--- src/rtl/wp_pkg.sv ---
package wp_pkg;
  localparam int WORD_BYTES = 4;
  localparam int LANE_W     = $clog2(WORD_BYTES);
  localparam int WORD_W     = 8 * WORD_BYTES;

  typedef enum logic [2:0] {
    S_IDLE, S_FILL, S_SEND, S_WAIT, S_DONE
  } wp_state_e;

  // Last byte of a word: either the top lane is reached or data runs out.
  function automatic logic word_closes(input logic [LANE_W-1:0] lane,
                                       input logic               last_byte);
    return (lane == LANE_W'(WORD_BYTES - 1)) || last_byte;
  endfunction

  // Padding value for an unwritten flash byte.
  function automatic logic [7:0] erased_byte();
    return 8'hFF;
  endfunction
endpackage

--- src/rtl/wp_lane_buf.sv ---
module wp_lane_buf
  import wp_pkg::*;
(
  input  logic              clk,
  input  logic              rst_n,
  input  logic              clear,
  input  logic              load,
  input  logic [LANE_W-1:0] lane,
  input  logic [7:0]        byte_in,
  output logic [WORD_W-1:0] word
);
  for (genvar g = 0; g < WORD_BYTES; g++) begin : g_lane
    logic [7:0] lane_q;
    always_ff @(posedge clk or negedge rst_n) begin
      if (!rst_n)                                   lane_q <= erased_byte();
      else if (clear)                               lane_q <= erased_byte();
      else if (load && (lane == LANE_W'(g)))        lane_q <= byte_in;
    end
    assign word[8*g +: 8] = lane_q;
  end
endmodule

--- src/rtl/wp_ctrl.sv ---
module wp_ctrl
  import wp_pkg::*;
#(
  parameter int ADDR_W = 32,
  parameter int LEN_W  = 16
) (
  input  logic              clk,
  input  logic              rst_n,
  input  logic              req_valid,
  output logic              req_ready,
  input  logic [ADDR_W-1:0] req_addr,
  input  logic [LEN_W-1:0]  req_len,
  input  logic              in_valid,
  output logic              in_ready,
  output logic              wr_valid,
  input  logic              wr_ready,
  output logic [ADDR_W-1:0] wr_addr,
  input  logic              rsp_valid,
  input  logic              rsp_err,
  output logic              done,
  output logic              done_err,
  output logic [LEN_W-1:0]  byte_count,
  output logic              buf_clear,
  output logic              buf_load,
  output logic [LANE_W-1:0] lane,
  output logic              ev_start,
  output logic              ev_word_resp
);
  wp_state_e         st;
  logic [ADDR_W-1:0] waddr;
  logic [LEN_W-1:0]  left;
  logic [LANE_W:0]   nbytes;
  logic [LEN_W-1:0]  count;
  logic              err;

  assign req_ready    = (st == S_IDLE);
  assign in_ready     = (st == S_FILL);
  assign wr_valid     = (st == S_SEND);
  assign wr_addr      = waddr;
  assign done         = (st == S_DONE);
  assign done_err     = err;
  assign byte_count   = count;
  assign ev_start     = req_valid && req_ready;
  assign ev_word_resp = rsp_valid && (st == S_WAIT);
  assign buf_load     = in_valid && in_ready;
  assign buf_clear    = ev_start || (ev_word_resp && !rsp_err);

  always_ff @(posedge clk or negedge rst_n) begin
    if (!rst_n) begin
      st     <= S_IDLE;
      waddr  <= '0;
      left   <= '0;
      lane   <= '0;
      nbytes <= '0;
      count  <= '0;
      err    <= 1'b0;
    end else begin
      unique case (st)
        S_IDLE: if (req_valid) begin
          waddr  <= {req_addr[ADDR_W-1:LANE_W], {LANE_W{1'b0}}};
          lane   <= req_addr[LANE_W-1:0];
          left   <= req_len;
          nbytes <= '0;
          count  <= '0;
          err    <= 1'b0;
          st     <= (req_len == '0) ? S_DONE : S_FILL;
        end
        S_FILL: if (in_valid) begin
          left   <= left - 1'b1;
          nbytes <= nbytes + 1'b1;
          lane   <= lane + 1'b1;
          if (word_closes(lane, left == LEN_W'(1))) st <= S_SEND;
        end
        S_SEND: if (wr_ready) st <= S_WAIT;
        S_WAIT: if (rsp_valid) begin
          if (rsp_err) begin
            err <= 1'b1;
            st  <= S_DONE;
          end else begin
            count  <= count + LEN_W'(nbytes);
            nbytes <= '0;
            lane   <= '0;
            waddr  <= waddr + ADDR_W'(WORD_BYTES);
            st     <= (left == '0) ? S_DONE : S_FILL;
          end
        end
        S_DONE: st <= S_IDLE;
        default: st <= S_IDLE;
      endcase
    end
  end
endmodule

--- src/rtl/wp_top.sv ---
module wp_top
  import wp_pkg::*;
#(
  parameter int ADDR_W = 32,
  parameter int LEN_W  = 16
) (
  input  logic              clk,
  input  logic              rst_n,
  input  logic              req_valid,
  output logic              req_ready,
  input  logic [ADDR_W-1:0] req_addr,
  input  logic [LEN_W-1:0]  req_len,
  input  logic              in_valid,
  output logic              in_ready,
  input  logic [7:0]        in_data,
  output logic              wr_valid,
  input  logic              wr_ready,
  output logic [ADDR_W-1:0] wr_addr,
  output logic [WORD_W-1:0] wr_data,
  input  logic              rsp_valid,
  input  logic              rsp_err,
  output logic              done,
  output logic              done_err,
  output logic [LEN_W-1:0]  byte_count
);
  logic              buf_clear;
  logic              buf_load;
  logic [LANE_W-1:0] lane;
  logic              ev_start;
  logic              ev_word_resp;

  wp_ctrl #(.ADDR_W(ADDR_W), .LEN_W(LEN_W)) u_ctrl (
    .clk, .rst_n,
    .req_valid, .req_ready, .req_addr, .req_len,
    .in_valid, .in_ready,
    .wr_valid, .wr_ready, .wr_addr,
    .rsp_valid, .rsp_err,
    .done, .done_err, .byte_count,
    .buf_clear, .buf_load, .lane,
    .ev_start, .ev_word_resp
  );

  wp_lane_buf u_buf (
    .clk, .rst_n,
    .clear(buf_clear), .load(buf_load), .lane,
    .byte_in(in_data), .word(wr_data)
  );
endmodule

--- config.mk ---
export PLATFORM = sky130hd
export DESIGN_NAME = wp_top
export DESIGN_NICKNAME = d
export VERILOG_FILES = /design/src/rtl/wp_pkg.sv /design/src/rtl/wp_lane_buf.sv /design/src/rtl/wp_ctrl.sv /design/src/rtl/wp_top.sv
export SDC_FILE = /design/constraint.sdc
export NUM_CORES = 1
export LEC_CHECK = 0
export BUFFER_PORTS_ARGS = -buffer_cell sky130_fd_sc_hd__buf_2
export CAP_MARGIN = 10
export CORE_UTILIZATION = 50
export CTS_CLUSTER_DIAMETER = 30
export CTS_CLUSTER_SIZE = 40
export DETAILED_ROUTE_END_ITERATION = 7
export PLACE_DENSITY = 0.87
export REMOVE_ABC_BUFFERS = 1
export SETUP_SLACK_MARGIN = 0.3
export SYNTH_ARGS = -nofsm -noshare
export SYNTH_HDL_FRONTEND = slang
export SYNTH_HIERARCHICAL = 1
export SYNTH_SLANG_ARGS = --single-unit
--- constraint.sdc ---
create_clock -name clk -period 6.4 [get_ports clk]
set_input_delay 0.96 -clock clk [delete_from_list [all_inputs] [get_ports clk]]
set_output_delay 0.96 -clock clk [all_outputs]
set_load 0.03 [all_outputs]
==> impl_results.md, run 1 <==
- Routed WL: between 10000 and 15000 µm
- Core area: approximately 11000 µm²
- # fillers: 945
- PD cells: 493 nW/µm²
- Ports: around 150
- Slew margin rel.: 0.301
- Slew of the pin with the lowest slew margin: between 1 and 1.5 ns
- CTS resizes: 0
- Global placement routability congestion: between 0.9 and 1
- Port Buf Inserts: ~150
- Via count of the first global-routing pass: approximately 4900
- Crit path max fanout: 28
- Total gr overflow: 0
- VDD IR max: ~280 µV
- Critical path class: reg -> out
- Drt first pass iters: 5
- CTS sink cnt: between 100 and 150
- Largest net degree at the start of global routing: 80
- Max-cap violations: 0
- Min cycle time layout: roughly 3.4 ns
- Clk slew on worst S/H paths: around 0.070 ns
- H-tree depth: 3
- RR Startpoint: u_ctrl/st[0]
- Total Neg Setup Slack: 0 ns
- Ant diodes: 0
- Top delay family on crit path: simple AND/OR/NAND/NOR gates
- HP Start: u_ctrl/nbytes[2]
- Critical Path Start: u_ctrl/st[0]
- Hold Fails Final Rpt: 0
- CTS tree: done
- Initial core utilization: 0.524
- Tot GR Track Use: 0.249
- Power, Total: between 3 and 4 mW
- Yosys warnings: 6
- F_max: about 0.29 GHz
- Final net count: around 830
- Drt via density: between 6 and 7
- DR WL/cell: roughly 17 µm
- Clock skew: ~0.009 ns
- TritonCTS Buffers: 9
- Status: complete, no violations
- Most common cell after layout, fill and taps aside: buf_2
- Setup bufs post-CTS: 0
- Clk root buf: clkbuf_16
- Finish-stage setup viols: 0
- Cell area after synthesis: approximately 5800 µm²
- Die area: around 12000 µm²
- # DRC: 0
- Mapped Avg Cell Area: ~9 µm²
- Buffers & Inverters on Critical Path: 2
- Die X: ~110 µm
- Unrepaired setup endpoints after global routing: no
- Die Span Y: roughly 110 µm
- Critical path arrival: approximately 2.5 ns
- First-pass GRT wire length: ~24000 µm
- Crit path launch type: register
- Post-layout util: 0.616
- Critical Path Max Stage Delay: 0.77 ns
- Pleak: 3.16 nW
- Mapped Cells: around 640
- Post-DRT Antenna Nets: 0
- Layout cells sized above 1: 0.281
- Tcrit/Tclk final: 0.536
- Hold slack: 0.495 ns
- Hold crit path type: reg -> reg
- Fin. max-slew vios: 0
- DR vias: approximately 5400
- CP endpoint kind: output port
- Hpwl dp: 10500 µm
- CP cell instances: or3b_1 -> inv_2 -> buf_2
- CTS Hold Bufs: 0
- Placed cell count: roughly 880
- Setup slack, reg-to-reg: 3.26 ns
- Commonest cells after routing, fill and taps aside: 144 x buf_2, 95 x nor2_1, 71 x dfrtp_1
- DRT iter0 DRCs: 550
- Std cell rows: 38
- Buffers from clock root to sink, at most: 2
- Initial antenna violation count: 0
- Worst EP required: 5.44 ns
- Crit-path slowest cell: or3b_1
- Area growth syn-to-layout: 17.7%
- Clk Latency, worst-skew pair: between 0.3 and 0.4 ns
- Finished Layout Cells: roughly 900
-- state kept, by name, summed over array words and instances, names as in the netlist --
signal / count
u_ctrl/wr_addr: 30
u_ctrl/done_err: 1
u_ctrl/lane: 2
u_buf/g_lane.lane_q: 32
u_ctrl/st: 3
u_ctrl/nbytes: 3
u_ctrl/left: 16
u_ctrl/byte_count: 16
-- worst reg2reg max path: stages, from the launching register on --
cell	delay (ns)
dfrtp_1	0.62
or3b_1	0.78
inv_2	0.46
and2_1	0.33
or3b_1	0.61
mux2i_1	0.27
-- stage by stage --
stage | setup slack (ns) | area, µm²
floorplan | 2.61 | 5600
global placement | 3.47 | 6530
detailed placement | 3.31 | 6530
CTS | 3.00 | 6830
global route | 2.86 | 6830
finish | 2.97 | 6830
-- per-layer routing --
metal / global-route usage / part of all wire / up-vias
met5: 0 / 0 / -
met4: 0.0724 / 0.014 / 0
met3: 0.0391 / 0.067 / 23
met2: 0.412 / 0.48 / 253
met1: 0.338 / 0.44 / 2616
li1: - / - / 2548
-- final timing paths --
path	to	cells after the start
max in group asynchronous	u_ctrl/left[13]	2
setup / recovery	in_ready	3
hold reg to reg	u_ctrl/nbytes[2]	1
setup reg to reg	u_buf/g_lane[0].lane_q[4]	5
min in group asynchronous	u_ctrl/wr_addr[21]	1
hold / removal	u_ctrl/nbytes[2]	1
-- cell type report --
cell class | count | area [µm²] | area share
multi-input combinational | 474 | 2920 | 0.428
tap | 140 | 175 | 0.0257
clock inverter | 5 | 42.5 | 0.00623
clock buffer | 11 | 254 | 0.0372
inverter | 16 | 60.1 | 0.00880
sequential | 103 | 2620 | 0.383
timing repair buffer | 149 | 758 | 0.111
-- where the power goes --
part / switching [mW] / internal, mW
logic: 1.06 / 0.517
clock network: 0.253 / 0.294
registers: 0.291 / 0.945
total: 1.61 / 1.76
Power figures use the tool's default switching activity.
==> run 2, diff against run 1 <==
ABC_AREA = 1   (was unset)
PLACE_DENSITY = 0.88   (was 0.87)
clock period = 3.1 ns   (was 6.4 ns; I/O delays follow)
==> run 2 against run 1 <==
Net effect: via count rose by 31%; core utilization fell by 2.0 points; sequential share of layout area fell by 5.1 points; worst setup slack got worse by 2.2 ns; register-to-register slack got worse by 2.5 ns; clock power rose by 120%; synthesized area rose by 16%; flip-flop and latch count did not move; critical path type unchanged; critical endpoint unchanged.
==> impl_results.md, run 2 <==
- Status: complete, no violations
- FF-to-FF End: u_buf/g_lane[0].lane_q[2]
- Min cycle time layout: ~2.3 ns
- DR WL/cell: between 10 and 15 µm
- Crit path launch type: register
- Commonest cells after routing, fill and taps aside: 327 x nand2_1, 144 x buf_2, 125 x nand3_1
- Yosys warnings: 6
- Number of flops mapped to enable cells by yosys: 0
- Ports: around 150
- Clock skew: 0.00765 ns
- Setup slack, reg-to-reg: ~0.80 ns
- First-pass GRT wire length: just over 30000 µm
- # DRC: 0
- Unrepaired setup endpoints after global routing: no
- CTS sink cnt: ~100
- Drt first pass iters: 7
- Cell area after synthesis: approximately 6700 µm²
- Die area: 13900 µm²
- F_max: around 0.43 GHz
- Setup bufs post-CTS: 0
- Synth area leaders: dfrtp_1 26%, nand2_1 18%, dfstp_2 13%
- Mapped Cells: ~1000
- CTS resizes: 0
- Global placement routability congestion: ~0.95
- Pleak: 3.97 nW
- Hold crit path type: in -> async
- Ant diodes: 0
- CTS tree: done
- PD cells: between 1000 and 1500 nW/µm²
- Critical path class: reg -> out
- Compound-gate portion of the synthesized area: 0.0826
- Clk slew on worst S/H paths: roughly 0.08 ns
- Die Span Y: 118 µm
- Main combinational cell family by area after synthesis: simple AND/OR/NAND/NOR gates
- VDD IR max: roughly 760 µV
- Area growth syn-to-layout: 17.0%
- Layout cells sized above 1: 0.216
- Slew of the pin with the lowest slew margin: ~0.64 ns
- RR Startpoint: u_ctrl/st[0]
- Mapped Avg Cell Area: between 6 and 7 µm²
- Post-layout util: 0.597
- Synth Area in Adders: 0.0179
- Die X: ~120 µm
- Via count of the first global-routing pass: 6472
- Std cell rows: 42
- Slew margin rel.: 0.571
- Most common cell in the synthesized netlist: nand2_1
- Final net count: ~1200
- Core area: between 10000 and 15000 µm²
- Total Neg Setup Slack: 0 ns
- Mux contribution to synthesized area: 0
- Post-DRT Antenna Nets: 0
- Share of the synthesized area in the top cell type: 0.264
- Crit-path slowest cell: nor2_2
- Fin. max-slew vios: 0
- Critical Path Max Stage Delay: about 0.52 ns
- Post-Synth Simple-Gate Area: 0.423
- Finish-stage setup viols: 0
- CP endpoint kind: output port
- Hpwl dp: ~13000 µm
- Max FFs per register: 32
- Most common cell after layout, fill and taps aside: nand2_1
- Tot GR Track Use: 0.271
- Drt via density: 5.45
- Initial core utilization: 0.510
- CTS Hold Bufs: 0
- Routed WL: 18400 µm
- Port Buf Inserts: roughly 150
- Synthesized flop and latch total: approximately 100
- TritonCTS Buffers: 9
- Critical path arrival: 1.87 ns
- DRT iter0 DRCs: 526
- R2r worst-path depth: 9
- Total gr overflow: 0
- Tcrit/Tclk final: 0.754
- CP cell instances: inv_2 -> nand2_1 -> nor2_2 -> buf_2
- # fillers: 1228
- Crit path max fanout: 19
- Synth top cells by count: 327 x nand2_1, 125 x nand3_1, 122 x nor2_1
- Hold Fails Final Rpt: 0
- DR vias: slightly above 7000
- Synth cell types: 39
- Largest net degree at the start of global routing: between 50 and 60
- XOR/XNOR share of the synthesized area: 0.00261
- Largest Register: u_buf/g_lane.lane_q
- Seq/Total Area, Yosys: 0.389
- Clk root buf: clkbuf_16
- Clk Latency, worst-skew pair: 0.36 ns
- Ys async rst share: 1.00
- Buffers from clock root to sink, at most: 2
- Worst EP required: about 2.6 ns
- Max-cap violations: 0
- Area leader, netlist: dfrtp_1
- Initial antenna violation count: 0
- H-tree depth: 3
- Post-synth top flop: dfrtp_1
run 2: report_power, final:
part           total, mW  internal (mW)  switching, mW  leakage [nW]
clock               1.19          0.583          0.608         0.149
combinational       4.36           1.31           3.05          2.60
sequential          2.74           2.08          0.654          1.22
run 2: how the worst max path moves through the flow:
| stage | from | to | slack [ns] | cells past startpoint |
|---|---|---|---|---|
| after CTS | u_ctrl/st[2] | in_ready | 0.74 | 4 |
| final | u_ctrl/st[2] | in_ready | 0.76 | 4 |
| after detailed placement | req_valid | u_buf/g_lane[0].lane_q[3] | 0.80 | 9 |
| after floorplan | u_ctrl/st[0] | u_ctrl/nbytes[0] | 0.60 | 6 |
| after global routing | u_ctrl/st[0] | u_buf/g_lane[0].lane_q[6] | 0.63 | 9 |
| after global placement | req_valid | u_buf/g_lane[0].lane_q[5] | 0.87 | 9 |
run 2: kinds of logic (layout without fill, tap and decap cells):
kind of cell	Yosys count	after routing
AND/OR/NAND/NOR	649	649
buffers and inverters	128	266
flip-flops	103	103
AO/OA/AOI/OAI	100	100
adder cells (fa/ha/maj)	9	9
XOR/XNOR	2	2
other	1	2
run 2: area by class of cell:
class	count	area (µm²)	share of cell area
clock buffers	9	225	0.0286
clock inverters	7	85.1	0.0108
inverters	97	369	0.0469
multi-input cells	762	3550	0.451
flip-flops and latches	103	2620	0.333
well taps	176	220	0.0280
repair buffers	153	801	0.102
run 2: layer usage:
layer  global-route usage  part of all wire
met3               0.0383             0.073
met5                    0                 0
met1                0.364              0.43
met2                0.451              0.47
met4               0.0873             0.020
run 2: per-stage QoR:
step / hold WS (ns) / worst slack (ns) / instance area, µm² / power, mW / std cells
floorplan: 0.169 / 0.598 / 6530 / 5.76 / 962
global placement: 0.474 / 0.869 / 7560 / 6.92 / 1291
detailed placement: 0.476 / 0.800 / 7560 / 7.05 / 1291
CTS: 0.150 / 0.745 / 7870 / 8.27 / 1307
global route: 0.186 / 0.633 / 7870 / 8.91 / 1307
finish: 0.127 / 0.764 / 7870 / 8.29 / 1307
run 2: critical path, delay by kind of cell (launching register included):
family	cells	cell delay [ns]
buffers and inverters	2	0.42
flip-flops	1	0.48
AND/OR/NAND/NOR	2	0.62
==> run 3, diff against run 2 <==
PLACE_DENSITY = 0.85   (was 0.88)
clock period = 2.2 ns   (was 3.1 ns; I/O delays follow)
==> run 3 against run 2 <==
Net effect: first-iteration DRC count decreased by 7.6%; sequential power rose by 39%; critical path depth did not move; wire length is 0.81% lower; worst setup slack lost 0.43 ns; global-route usage decreased by 0.43 points; final cell count rose by 0.77%; core utilization is 1.1 points higher; clock skew is 0.0013 ns higher; die area unchanged; combinational power rose by 46%; flip-flop and latch count is the same; largest power group unchanged.
==> impl_results.md, run 3 (synthesis gave the netlist of run 2 again) <==
- Finish-stage setup viols: 0
- Port Buf Inserts: approximately 150
- Clock skew: slightly below 0.009 ns
- Layout cells sized above 1: 0.230
- Die X: between 100 and 150 µm
- TritonCTS Buffers: 9
- Power, Total: 11.8 mW
- Hpwl dp: 13100 µm
- CTS sink cnt: ~100
- Clk slew on worst S/H paths: 0.07 ns
- Pleak: a little over 4 nW
- Core area: roughly 13000 µm²
- Initial core utilization: 0.510
- Global placement routability congestion: roughly 0.95
- Clk root buf: clkbuf_16
- Max FFs per register: 32
- Crit path launch type: register
- DR vias: ~7000
- First-pass GRT wire length: between 30000 and 40000 µm
- Post-Layout Inst Area: around 8000 µm²
- Drt first pass iters: 5
- Min cycle time layout: about 1.9 ns
- Max-cap violations: 0
- Slew margin rel.: 0.666
- Drt via density: about 5.3
- H-tree depth: 3
- Total gr overflow: 0
- Global route hottest layer: met2
- Placed cell count: ~1300
- # fillers: 1246
- Ports: 148
- Std cell rows: 42
- VDD IR max: 1170 µV
- Fin. max-slew vios: 0
- CTS tree: done
- Routed WL: ~18000 µm
- PD cells: approximately 1500 nW/µm²
- Post-DRT Antenna Nets: 0
- Post-layout util: 0.608
- Finished Layout Cells: between 1000 and 1500
- Placed Area: roughly 7600 µm²
- Ant diodes: 0
- Crit path max fanout: 6
- CP endpoint kind: output port
- Slew of the pin with the lowest slew margin: around 0.50 ns
- Hold Fails Final Rpt: 0
- Area growth syn-to-layout: 19.2%
- Total Neg Setup Slack: 0 ns
- Met1 usage: 0.337
- Critical path arrival: 1.54 ns
- Via count of the first global-routing pass: roughly 6400
- Final net count: 1208
- Buffers from clock root to sink, at most: 2
- DRT iter0 DRCs: between 400 and 500
- Commonest cells after routing, fill and taps aside: 326 x nand2_1, 144 x buf_2, 124 x nand3_1
- Met3 Use GR: 0.0577
- Initial antenna violation count: 0
- # DRC: 0
- Largest Register: u_buf/g_lane.lane_q
- Tcrit/Tclk final: 0.849
- Clk Latency, worst-skew pair: between 0.3 and 0.4 ns
- Hold crit path type: in -> reg
- Largest net degree at the start of global routing: 60
- M2 GR Usage: 0.447
- Die Span Y: around 120 µm
- Critical path class: reg -> out
- Worst EP required: ~1.9 ns
- Die area: 13900 µm²
- F_max: 0.535 GHz
- Status: complete, no violations
- Unrepaired setup endpoints after global routing: yes
- DR WL/cell: roughly 14 µm
- Tot GR Track Use: 0.267
- Most common cell after layout, fill and taps aside: nand2_1
## run 3: what timing repair did
item | in CTS | in global routing
endpoints found under the setup margin | 1 | 23
gates cloned | 1 | 0
gates resized for setup | 5 | 15
hold buffers | 1 | 0
hold endpoints to repair | 34 | 0
setup buffers | 0 | 3
pin swaps | 0 | 3
## run 3: worst paths after layout
| check | cells after the start | to | slack (ns) | start |
|---|---|---|---|---|
| setup reg to reg | 9 | u_ctrl/byte_count[9] | 0.43 | u_ctrl/byte_count[2] |
| hold reg to reg | 2 | u_buf/g_lane[2].lane_q[4] | 0.49 | u_buf/g_lane[2].lane_q[4] |
| setup / recovery | 4 | req_ready | 0.33 | u_ctrl/st[1] |
| min in group asynchronous | 2 | u_ctrl/wr_addr[5] | 0.49 | rst_n |
| max in group asynchronous | 3 | u_buf/g_lane[2].lane_q[0] | 1.00 | rst_n |
| hold / removal | 3 | u_ctrl/wr_addr[3] | 0.25 | req_addr[3] |
## run 3: final cells by class
class / count / area [µm²] / area share
multi-input cells: 762 / 3590 / 0.448
flip-flops and latches: 103 / 2620 / 0.327
repair buffers: 163 / 918 / 0.115
inverters: 97 / 372 / 0.0464
clock buffers: 10 / 229 / 0.0286
well taps: 176 / 220 / 0.0275
clock inverters: 6 / 63.8 / 0.00796
## run 3: per-layer routing
layer,vias to the layer above,part of all wire
li1,3475,-
met1,3235,0.43
met2,293,0.48
met3,35,0.069
met4,0,0.025
met5,-,0
## run 3: where the power goes
part	switching, mW	leakage, nW	internal (mW)
sequential	0.883	1.21	2.94
combinational	4.35	2.66	2.02
clock	0.796	0.145	0.804
total	6.03	4.02	5.76
## run 3: per-stage QoR
step | worst slack, ns | hold WS, ns
after floorplan | -0.302 | 0.0344
after global placement | 0.420 | 0.327
after detailed placement | 0.345 | 0.333
after CTS | 0.323 | 0.237
after global routing | 0.264 | 0.256
final | 0.332 | 0.249
## run 3: worst max-delay path, cell delays in order (launching register included)
cell and delay, ns:
dfrtp_2 0.46, inv_1 0.09, nand2_1 0.12, nor2_1 0.26, buf_2 0.26
